$ cat config.mk
export PLATFORM = sky130hd
export DESIGN_NAME = synth_fault_flag
export DESIGN_NICKNAME = d
export VERILOG_FILES = /design/src/rtl/synth_flag_pkg.sv /design/src/rtl/flt_debounce.sv /design/src/rtl/lock_confirm.sv /design/src/rtl/cmd_fault_latch.sv /design/src/rtl/synth_fault_flag.sv
export SDC_FILE = /design/constraint.sdc
export NUM_CORES = 1
export LEC_CHECK = 0
export BUFFER_PORTS_ARGS = -buffer_cell sky130_fd_sc_hd__clkbuf_2
export CAP_MARGIN = 20
export CORE_MARGIN = 2
export CORE_UTILIZATION = 25
export DETAILED_ROUTE_END_ITERATION = 6
export GPL_ROUTABILITY_DRIVEN = 0
export GPL_TIMING_DRIVEN = 0
export SKIP_CTS_REPAIR_TIMING = 1
export SYNTH_ARGS = -nofsm -noshare
export SYNTH_HDL_FRONTEND = slang
export SYNTH_SLANG_ARGS = --single-unit
$ cat constraint.sdc
create_clock -name clk -period 4.4 [get_ports clk]
set_input_delay 0.44 -clock clk [delete_from_list [all_inputs] [get_ports clk]]
set_output_delay 0.44 -clock clk [all_outputs]
set_load 0.01 [all_outputs]
$ cat src/rtl/synth_flag_pkg.sv
// Package: shared types of the synthesizer fault flag monitor.
// Assumes: nothing beyond IEEE 1800-2017.
package synth_flag_pkg;

    // Number of analog range comparators watched by the block.
    localparam int NUM_RANGE = 2;

    // Index of each range comparator inside the range vector.
    localparam int RANGE_VTUNE = 0;
    localparam int RANGE_VREG  = 1;

    // One bit per fault source; any set bit drives the line high.
    typedef struct packed {
        logic                 unlocked;
        logic [NUM_RANGE-1:0] range_bad;
        logic                 cmd_bad;
    } fault_vec_t;

endpackage

$ cat src/rtl/flt_debounce.sv
// Module: flt_debounce
// Adopts a new level of raw_i only after DEPTH consecutive samples that all
// differ from the current filtered value. A run that is interrupted resets the
// count. Assumes raw_i is already synchronous to clk and DEPTH >= 1.
module flt_debounce #(
    parameter int   DEPTH = 4,
    parameter logic INIT  = 1'b0
) (
    input  logic clk,
    input  logic rst_n,
    input  logic raw_i,
    output logic filt_o
);
    localparam int CW = (DEPTH > 1) ? $clog2(DEPTH) : 1;
    localparam logic [CW-1:0] LAST = CW'(DEPTH - 1);

    logic [CW-1:0] run_q;

    // Count differing samples and adopt the new level on the DEPTH-th one.
    always_ff @(posedge clk) begin
        if (!rst_n) begin
            run_q  <= '0;
            filt_o <= INIT;
        end else if (raw_i != filt_o) begin
            if (run_q == LAST) begin
                filt_o <= raw_i;
                run_q  <= '0;
            end else begin
                run_q <= run_q + 1'b1;
            end
        end else begin
            run_q <= '0;
        end
    end

    // the filtered level only ever moves towards the level last sampled.
    assert_filter_follows_R4: assert property (@(posedge clk) disable iff (!rst_n)
        (filt_o != $past(filt_o)) |-> ($past(raw_i) == filt_o));

endmodule

$ cat src/rtl/lock_confirm.sv
// Module: lock_confirm
// Declares lock confirmed after the filtered lock input has been high for
// limit_i consecutive cycles; a limit of 0 counts as 1. Loss of lock clears
// the confirmation and restarts the count. Assumes lock_ok_i is debounced.
module lock_confirm #(
    parameter int CNT_W = 16
) (
    input  logic             clk,
    input  logic             rst_n,
    input  logic             lock_ok_i,
    input  logic [CNT_W-1:0] limit_i,
    output logic             confirmed_o
);
    logic [CNT_W-1:0] run_q;
    logic [CNT_W-1:0] last_idx;

    // Last count index before confirmation, with 0 folded onto 1.
    always_comb begin
        last_idx = (limit_i == '0) ? '0 : (limit_i - 1'b1);
    end

    // Run the confirmation counter while locked; clear everything on loss.
    always_ff @(posedge clk) begin
        if (!rst_n) begin
            run_q       <= '0;
            confirmed_o <= 1'b0;
        end else if (!lock_ok_i) begin
            run_q       <= '0;
            confirmed_o <= 1'b0;
        end else if (!confirmed_o) begin
            if (run_q >= last_idx) begin
                confirmed_o <= 1'b1;
                run_q       <= '0;
            end else begin
                run_q <= run_q + 1'b1;
            end
        end
    end

    // confirmation can only appear while the filtered lock was present.
    assert_confirm_needs_lock_R2: assert property (@(posedge clk) disable iff (!rst_n)
        $rose(confirmed_o) |-> $past(lock_ok_i));

    // losing filtered lock withdraws confirmation on the next edge.
    assert_loss_clears_R3: assert property (@(posedge clk) disable iff (!rst_n)
        !lock_ok_i |=> !confirmed_o);

endmodule

$ cat src/rtl/cmd_fault_latch.sv
// Module: cmd_fault_latch
// Holds the invalid-command fault from an invalid pulse until a commit pulse.
// The invalid pulse wins when both arrive together. Assumes both inputs are
// single-cycle pulses from the command decoder.
module cmd_fault_latch (
    input  logic clk,
    input  logic rst_n,
    input  logic invalid_i,
    input  logic commit_i,
    output logic fault_o
);
    // Set on invalid, clear on commit, invalid has priority.
    always_ff @(posedge clk) begin
        if (!rst_n) begin
            fault_o <= 1'b0;
        end else if (invalid_i) begin
            fault_o <= 1'b1;
        end else if (commit_i) begin
            fault_o <= 1'b0;
        end
    end

    // an invalid command is always latched on the next edge (R7 priority).
    assert_invalid_latches_R6: assert property (@(posedge clk) disable iff (!rst_n)
        invalid_i |=> fault_o);

    // the fault only clears in response to a commit.
    assert_clear_needs_commit_R6: assert property (@(posedge clk) disable iff (!rst_n)
        $fell(fault_o) |-> $past(commit_i));

endmodule

$ cat src/rtl/synth_fault_flag.sv
// Module: synth_fault_flag (top)
// Folds lock loss, range comparator faults and invalid commands into one
// drive-high enable for a shared, externally pulled-down error line. Assumes
// all inputs are synchronous to clk and the command pulses last one cycle.
module synth_fault_flag
    import synth_flag_pkg::*;
#(
    parameter int DEB_CYCLES = 4,
    parameter int CNT_W      = 16
) (
    input  logic             clk,
    input  logic             rst_n,
    input  logic             lock_det_i,
    input  logic             vtune_oor_i,
    input  logic             vreg_oor_i,
    input  logic             cmd_invalid_i,
    input  logic             cmd_commit_i,
    input  logic [CNT_W-1:0] confirm_cycles_i,
    output logic             flag_drive_o
);
    logic [NUM_RANGE-1:0] range_raw;
    logic [NUM_RANGE-1:0] range_filt;
    logic                 lock_filt;
    logic                 lock_conf;
    logic                 cmd_fault;
    fault_vec_t           faults;

    // Gather the raw comparator inputs into one indexed vector.
    always_comb begin
        range_raw              = '0;
        range_raw[RANGE_VTUNE] = vtune_oor_i;
        range_raw[RANGE_VREG]  = vreg_oor_i;
    end

    // One debounce filter per range comparator.
    for (genvar g = 0; g < NUM_RANGE; g++) begin : g_range
        flt_debounce #(.DEPTH(DEB_CYCLES), .INIT(1'b0)) u_deb (
            .clk    (clk),
            .rst_n  (rst_n),
            .raw_i  (range_raw[g]),
            .filt_o (range_filt[g])
        );
    end

    flt_debounce #(.DEPTH(DEB_CYCLES), .INIT(1'b0)) u_lock_deb (
        .clk    (clk),
        .rst_n  (rst_n),
        .raw_i  (lock_det_i),
        .filt_o (lock_filt)
    );

    lock_confirm #(.CNT_W(CNT_W)) u_confirm (
        .clk         (clk),
        .rst_n       (rst_n),
        .lock_ok_i   (lock_filt),
        .limit_i     (confirm_cycles_i),
        .confirmed_o (lock_conf)
    );

    cmd_fault_latch u_cmd (
        .clk       (clk),
        .rst_n     (rst_n),
        .invalid_i (cmd_invalid_i),
        .commit_i  (cmd_commit_i),
        .fault_o   (cmd_fault)
    );

    // Assemble the fault vector from the registered sources.
    always_comb begin
        faults.unlocked  = !lock_conf;
        faults.range_bad = range_filt;
        faults.cmd_bad   = cmd_fault;
    end

    // Wired-OR contribution: drive high whenever any fault is present.
    assign flag_drive_o = |faults;

    // the first cycle out of reset always drives the line.
    assert_reset_drives_R1: assert property (@(posedge clk) disable iff (!rst_n)
        $past(!rst_n) |-> flag_drive_o);

    // a latched command fault keeps the line driven.
    assert_cmd_fault_drives_R9: assert property (@(posedge clk) disable iff (!rst_n)
        cmd_fault |-> flag_drive_o);

endmodule

==> flow_summary.toml, run 1 <==
[outcome]
status = "complete, no violations"

[critical_path]
crit_slowest_cell = "or4_4"
r2r-start = "u_confirm.run_q[9]$_SDFFE_PN0N_"
ff2ff_path_depth = 7
crit_start = "confirm_cycles_i[5]"
r2r_setup_slack_ns = 1.87
cp_max_fo = 10
crit_arrival_ns = 4.04
critPathRequiredTime_ns = 4.61
setup.worst_path.start_class = "input pin"
slowest_delay_ns = 0.53
critPathTopFamily = "simple AND/OR/NAND/NOR gates"
r2r_end = "u_confirm.run_q[3]$_SDFFE_PN0N_"
path_cells = "clkbuf_2 > or4_4 > buf_6 > nor4b_4 > nand2_2 > nor3_2 > mux2i_1 > ha_1 > nand4_1 > nor3_1 > a22oi_1 > clkbuf_1 > nand3_1 > o21ai_0"
end_kind = "register"
cp_num_buf_inv = 3
cp_num_cells = 14
path_class = "input pin to register"

[global_route]
grt_max_degree = 17
grt_pass1_vias = 1719
grt_overflow = 0
grt_use_total_pct = 10.51
antenna_found_initial = 0
grt_pass1_wl_microns = 7672

[timing]
hold_viol = 0
fmax_mhz = 260.9
setup_viol = 0
setup_tns_ns = 0
worstMarginPinSlew_ns = 0.4959
finalClockSkew_ns = 0.005380
max-slew-margin-rel_pct = 66.94
rsz0062_at_grt = "no"
period_minus_slack_ns = 3.833
drv_slew = 0
post-route-period-util_pct = 87.12

[die]
core.rowCount = 32
die_area_sq_um = 8818
initial_core_util_pct = 26.01
core_area_sq_um = 7767
die_w_microns = 93.91
io_pins = 24
chipHeight_microns = 93.91

[final_layout]
area_growth_pct = 14.43
register_area_sq_um = 540.5
layout.nets = 310
drive_gt1_share_pct = 15.53
antenna_cells = 0
nFillCells = 857
finalInstanceArea_sq_um = 2312
multiInputGateArea_sq_um = 1395

[routing]
ant_nets = 0
vias = 1787
drt-initial-drc-count = 89
totalWireLength_microns = 4345
wl_per_cell_microns = 11.87
vias_per_cell = 4.883
drc_errors = 0
drt-pass1-iter-count = 4

[clock_network]
cts_buffers = 3
cts_tree = "yes"
clock-sinks = 27
clk_latency_ns = 0.28
clk_pin_slew_ns = 0.10
cts_buffer_depth = 2
htree_levels = 1
cts_root_buf = "clkbuf_8"

[pwr]
p_sw_share_pct = 25.44
p_per_area_nw_per_um2 = 197.3
share_comb_of_total_power_pct = 12.5
p_leak_nw = 0.9455
switchingPower_uw = 116.1
power_frac_seq_pct = 54.7
p_int_uw = 340.2
max-vdd-ir-drop_uv = 103.5
p_clk_share_pct = 32.8

[synth]
postSynthCellCount = 237
synth_edf_count = 0
synth_top_area_share_pct = 26.75
yosysSeqAreaShare_pct = 26.75
ys_async_sr_fraction_pct = 0
synth_fp_nets = 282
ys_top_cells_by_count = "27 x dfxtp_1, 27 x nand2_1, 22 x ha_1"
yosysWarnings = 0
yosys.area.top_type = "dfxtp_1"
syn-cell-area_sq_um = 2021
synth_area_leaders = "dfxtp_1 27%, ha_1 14%, nand2_1 5.0%"
syn_avg_cell_area_sq_um = 8.526
synth_cell_types = 45
synth_ff_type = "dfxtp_1"
ys_ff_latch = 27

[hold_path]
worstHoldPathCells = 2
worstHoldPathType = "input pin to register"
min_to = "u_cmd.fault_o$_SDFFE_PN0P_"
min_from = "cmd_invalid_i"

[place]
io_buffers = 23
dp_hpwl_microns = 3487
place_area_sq_um = 2263

[job]
maxCapViolations = 0
-- routing by layer --
| layer | vias up | part of all wire (%) | global-route usage [%] | wire length (microns) |
|---|---|---|---|---|
| met3 | 5 | 2.9 | 1.926 | 124 |
| met4 | 0 | 0.64 | 2.415 | 28 |
| li1 | 936 | - | - | - |
| met2 | 25 | 43 | 16.43 | 1871 |
| met5 | - | 0 | 0 | 0 |
| met1 | 821 | 53 | 14.93 | 2321 |
-- sequential cells by signal, summed over array words and instances, names as in the netlist --
signal	flops
u_confirm.confirmed_o	1
g_range.u_deb.run_q	4
u_lock_deb.filt_o	1
u_cmd.fault_o	1
g_range.u_deb.filt_o	2
u_lock_deb.run_q	2
u_confirm.run_q	16
-- power by group through the flow --
stage	clock network, mW	registers [mW]	logic (mW)
floorplan	0	0.255	0.0344
global placement	0	0.255	0.0556
detailed placement	0	0.255	0.0575
CTS	0.153	0.250	0.0579
global route	0.164	0.250	0.0655
finish	0.150	0.249	0.0570
-- worst reg2reg max path: cells and delay by family, from the launching register on --
| kind | cells | cell delay, ns |
|---|---|---|
| AND/OR/NAND/NOR | 1 | 0.37 |
| flip-flops | 1 | 0.45 |
| AO/OA/AOI/OAI | 4 | 0.94 |
| adder cells (fa/ha/maj) | 1 | 0.28 |
| buffers and inverters | 1 | 0.43 |
-- final cells by class --
class	count	share of cell area, %
clock inverters	1	0.3247
clock buffers	3	1.786
multi-input cells	190	60.34
flip-flops and latches	27	23.38
well taps	102	5.519
repair buffers	23	4.978
plain buffers	8	1.732
inverters	12	1.948
-- cell families after synthesis --
| kind of cell | synth area share, % |
|---|---|
| AOI/OAI and AO/OA | 16.35 |
| xor gates and xnor gates | 6.068 |
| adders and majority gates | 13.62 |
| buffers and inverters | 4.210 |
| DFF | 26.75 |
| muxes | 3.963 |
| and+or+nand+nor | 29.04 |
-- placed cells by master, fill, tap and decap left out, types with 2 or more instances in the layout --
cell       n
nor4b_1    2
nor4_1     5
nand4_1    6
buf_2      2
o22ai_1    3
nor3_1     8
o21a_1     4
clkbuf_2  23
clkbuf_8   3
inv_1     12
o21ai_0    8
nor4b_4    2
a21oi_1    7
a41o_1     4
clkbuf_1   5
xor2_1     9
nand3b_1   2
ha_1      22
nand2b_1   2
and3_1     2
xnor2_1    5
nand2_1   27
a41oi_1    4
mux2i_1    8
a22o_1     5
nor3_2     2
dfxtp_1   27
nand3_1    9
nor2b_1    7
or2_2      2
a31oi_1    3
nor2_1    16
nor4bb_1   3
-- metrics by stage --
stage | instances | power, mW | hold slack, ns | worst slack, ns | utilization, %
6_report | 366 | 0.4563 | 0.3578 | 0.5669 | 29.77
5_1_grt | 366 | 0.4800 | 0.3585 | 0.2243 | 29.77
4_1_cts | 366 | 0.4607 | 0.3566 | 0.5318 | 29.77
3_5_place_dp | 362 | 0.3126 | 0.4190 | 0.2508 | 29.14
3_3_place_gp | 362 | 0.3106 | 0.4119 | 0.2646 | 29.14
2_1_floorplan | 237 | 0.2892 | 0.4051 | 0.9748 | -
-- how the worst max path moves through the flow --
stage,endpoint,slack (ns)
final,u_confirm.run_q[3]$_SDFFE_PN0N_,0.57
after global routing,u_confirm.run_q[14]$_SDFFE_PN0N_,0.22
after CTS,u_confirm.run_q[3]$_SDFFE_PN0N_,0.53
after detailed placement,u_confirm.run_q[3]$_SDFFE_PN0N_,0.25
after global placement,u_confirm.run_q[0]$_SDFFE_PN0N_,0.26
after floorplan,u_confirm.run_q[13]$_SDFFE_PN0N_,0.97
Note: power is estimated with default switching activity, not from simulation.
==> inputs of run 2 (changes only) <==
--- a/config.mk
+++ b/config.mk
@@ -12,6 +12,7 @@
 export DETAILED_ROUTE_END_ITERATION = 6
 export GPL_ROUTABILITY_DRIVEN = 0
 export GPL_TIMING_DRIVEN = 0
+export PLACE_DENSITY_LB_ADDON = 0.3
 export SKIP_CTS_REPAIR_TIMING = 1
 export SYNTH_ARGS = -nofsm -noshare
 export SYNTH_HDL_FRONTEND = slang
==> flow_summary.toml, run 2 (same netlist as run 1, synthesis figures left out) <==
[pwr]
p_leak_nw = 0.9455
max-vdd-ir-drop_uv = 106.5
power_uw = 453.3
p_per_area_nw_per_um2 = 196.0

[die]
die_area_sq_um = 8818
io_pins = 24
core_area_sq_um = 7767
die_w_microns = 93.91
core.rowCount = 32
chipHeight_microns = 93.91
initial_core_util_pct = 26.01

[global_route]
grt_max_degree = 17
grt_pass1_wl_microns = 8162
grt_overflow = 0
antenna_found_initial = 0
grt_use_total_pct = 11.22
grt_pass1_vias = 1740

[critical_path]
crit_start = "confirm_cycles_i[5]"
critPathRequiredTime_ns = 4.60
ff2ff_path_depth = 7
r2r-start = "u_confirm.run_q[7]$_SDFFE_PN0N_"
cp_max_fo = 10
setup.worst_path.start_class = "input pin"
crit_arrival_ns = 4.10
end_kind = "register"
path_class = "input pin to register"

[timing]
setup_tns_ns = 0
worstMarginPinSlew_ns = 0.5305
setup_viol = 0
rsz0062_at_grt = "no"
max-slew-margin-rel_pct = 64.63
finalClockSkew_ns = 0.008163
drv_slew = 0
hold_viol = 0
whs_ns = 0.3714
period_minus_slack_ns = 3.905
post-route-period-util_pct = 88.74
fmax_mhz = 256.1

[final_layout]
nFillCells = 864
drive_gt1_share_pct = 15.53
antenna_cells = 0
reg_top3 = "u_confirm.run_q x16, g_range.u_deb.run_q x4"
layout.nets = 310
finalInstanceArea_sq_um = 2312
area_growth_pct = 14.43
largest_reg_flops = 16
final_cell_mix = "27 x nand2_1, 27 x dfxtp_1, 23 x clkbuf_2"
post-route-util_pct = 29.77
top_register = "u_confirm.run_q"

[routing]
drt-pass1-iter-count = 4
drc_errors = 0
vias = 1742
ant_nets = 0
totalWireLength_microns = 4526
vias_per_cell = 4.760
drt-initial-drc-count = 85
wl_per_cell_microns = 12.37

[place]
place_area_sq_um = 2263
io_buffers = 23
dp_hpwl_microns = 3608

[hold_path]
worstHoldPathCells = 2
worstHoldPathType = "input pin to register"
min_from = "cmd_invalid_i"

[job]
maxCapViolations = 0

[clock_network]
cts_buffers = 3
clk_latency_ns = 0.28
htree_levels = 1
cts_tree = "yes"
clk_pin_slew_ns = 0.10
cts_buffer_depth = 2
clock-sinks = 27
cts_root_buf = "clkbuf_8"

[outcome]
status = "complete, no violations"
run 2: cell counts in the layout (fill, tap and decap cells not counted):
Identical to the previous run, type by type.
run 2: path summary, 6_finish.rpt:
check / to / slack, ns
min reg2reg: g_range[1].u_deb.run_q[0]$_SDFF_PP0_ / 0.44
max reg2reg: u_confirm.run_q[3]$_SDFFE_PN0N_ / 1.83
min: u_cmd.fault_o$_SDFFE_PN0P_ / 0.37
max: u_confirm.run_q[3]$_SDFFE_PN0N_ / 0.50
run 2: per-layer routing:
layer | vias up | track usage, % | wire length (microns)
met3 | 2 | 2.167 | 139
met1 | 782 | 15.85 | 2405
met5 | - | 0 | 0
met2 | 21 | 18.15 | 1971
met4 | 0 | 1.449 | 10
li1 | 937 | - | -
run 2: worst max-delay path: stages:
cell and delay (ns):
clkbuf_2 0.10, or4_4 0.53, buf_6 0.15, nor4b_4 0.33, nand2_2 0.15, nor3_2 0.15, mux2i_1 0.24, ha_1 0.27
nand4_1 0.14, nor3_1 0.09, a22oi_1 0.39, clkbuf_1 0.45, nand3_1 0.41, o21ai_0 0.27
run 2: area by class of cell:
| cell class | count | area (sq um) | area share (%) |
|---|---|---|---|
| timing repair buffer | 23 | 115.1 | 4.978 |
| inverter | 12 | 45.04 | 1.948 |
| clock inverter | 1 | 7.507 | 0.3247 |
| multi-input combinational | 190 | 1395 | 60.34 |
| tap | 102 | 127.6 | 5.519 |
| sequential | 27 | 540.5 | 23.38 |
| buffer | 8 | 40.04 | 1.732 |
| clock buffer | 3 | 41.29 | 1.786 |
run 2: report_power, final:
part | internal (mW) | leakage [nW] | total, mW | switching [mW]
sequential | 0.248 | 0.219 | 0.249 | 0.00171
clock | 0.0644 | 0.0217 | 0.147 | 0.0822
combinational | 0.0280 | 0.705 | 0.0572 | 0.0292
run 2: stage by stage:
stage / std cells / setup WS [ns]
after floorplan: 237 / 0.9748
after global placement: 362 / 0.2101
after detailed placement: 362 / 0.2077
after CTS: 366 / 0.5014
after global routing: 366 / 0.09461
final: 366 / 0.4954
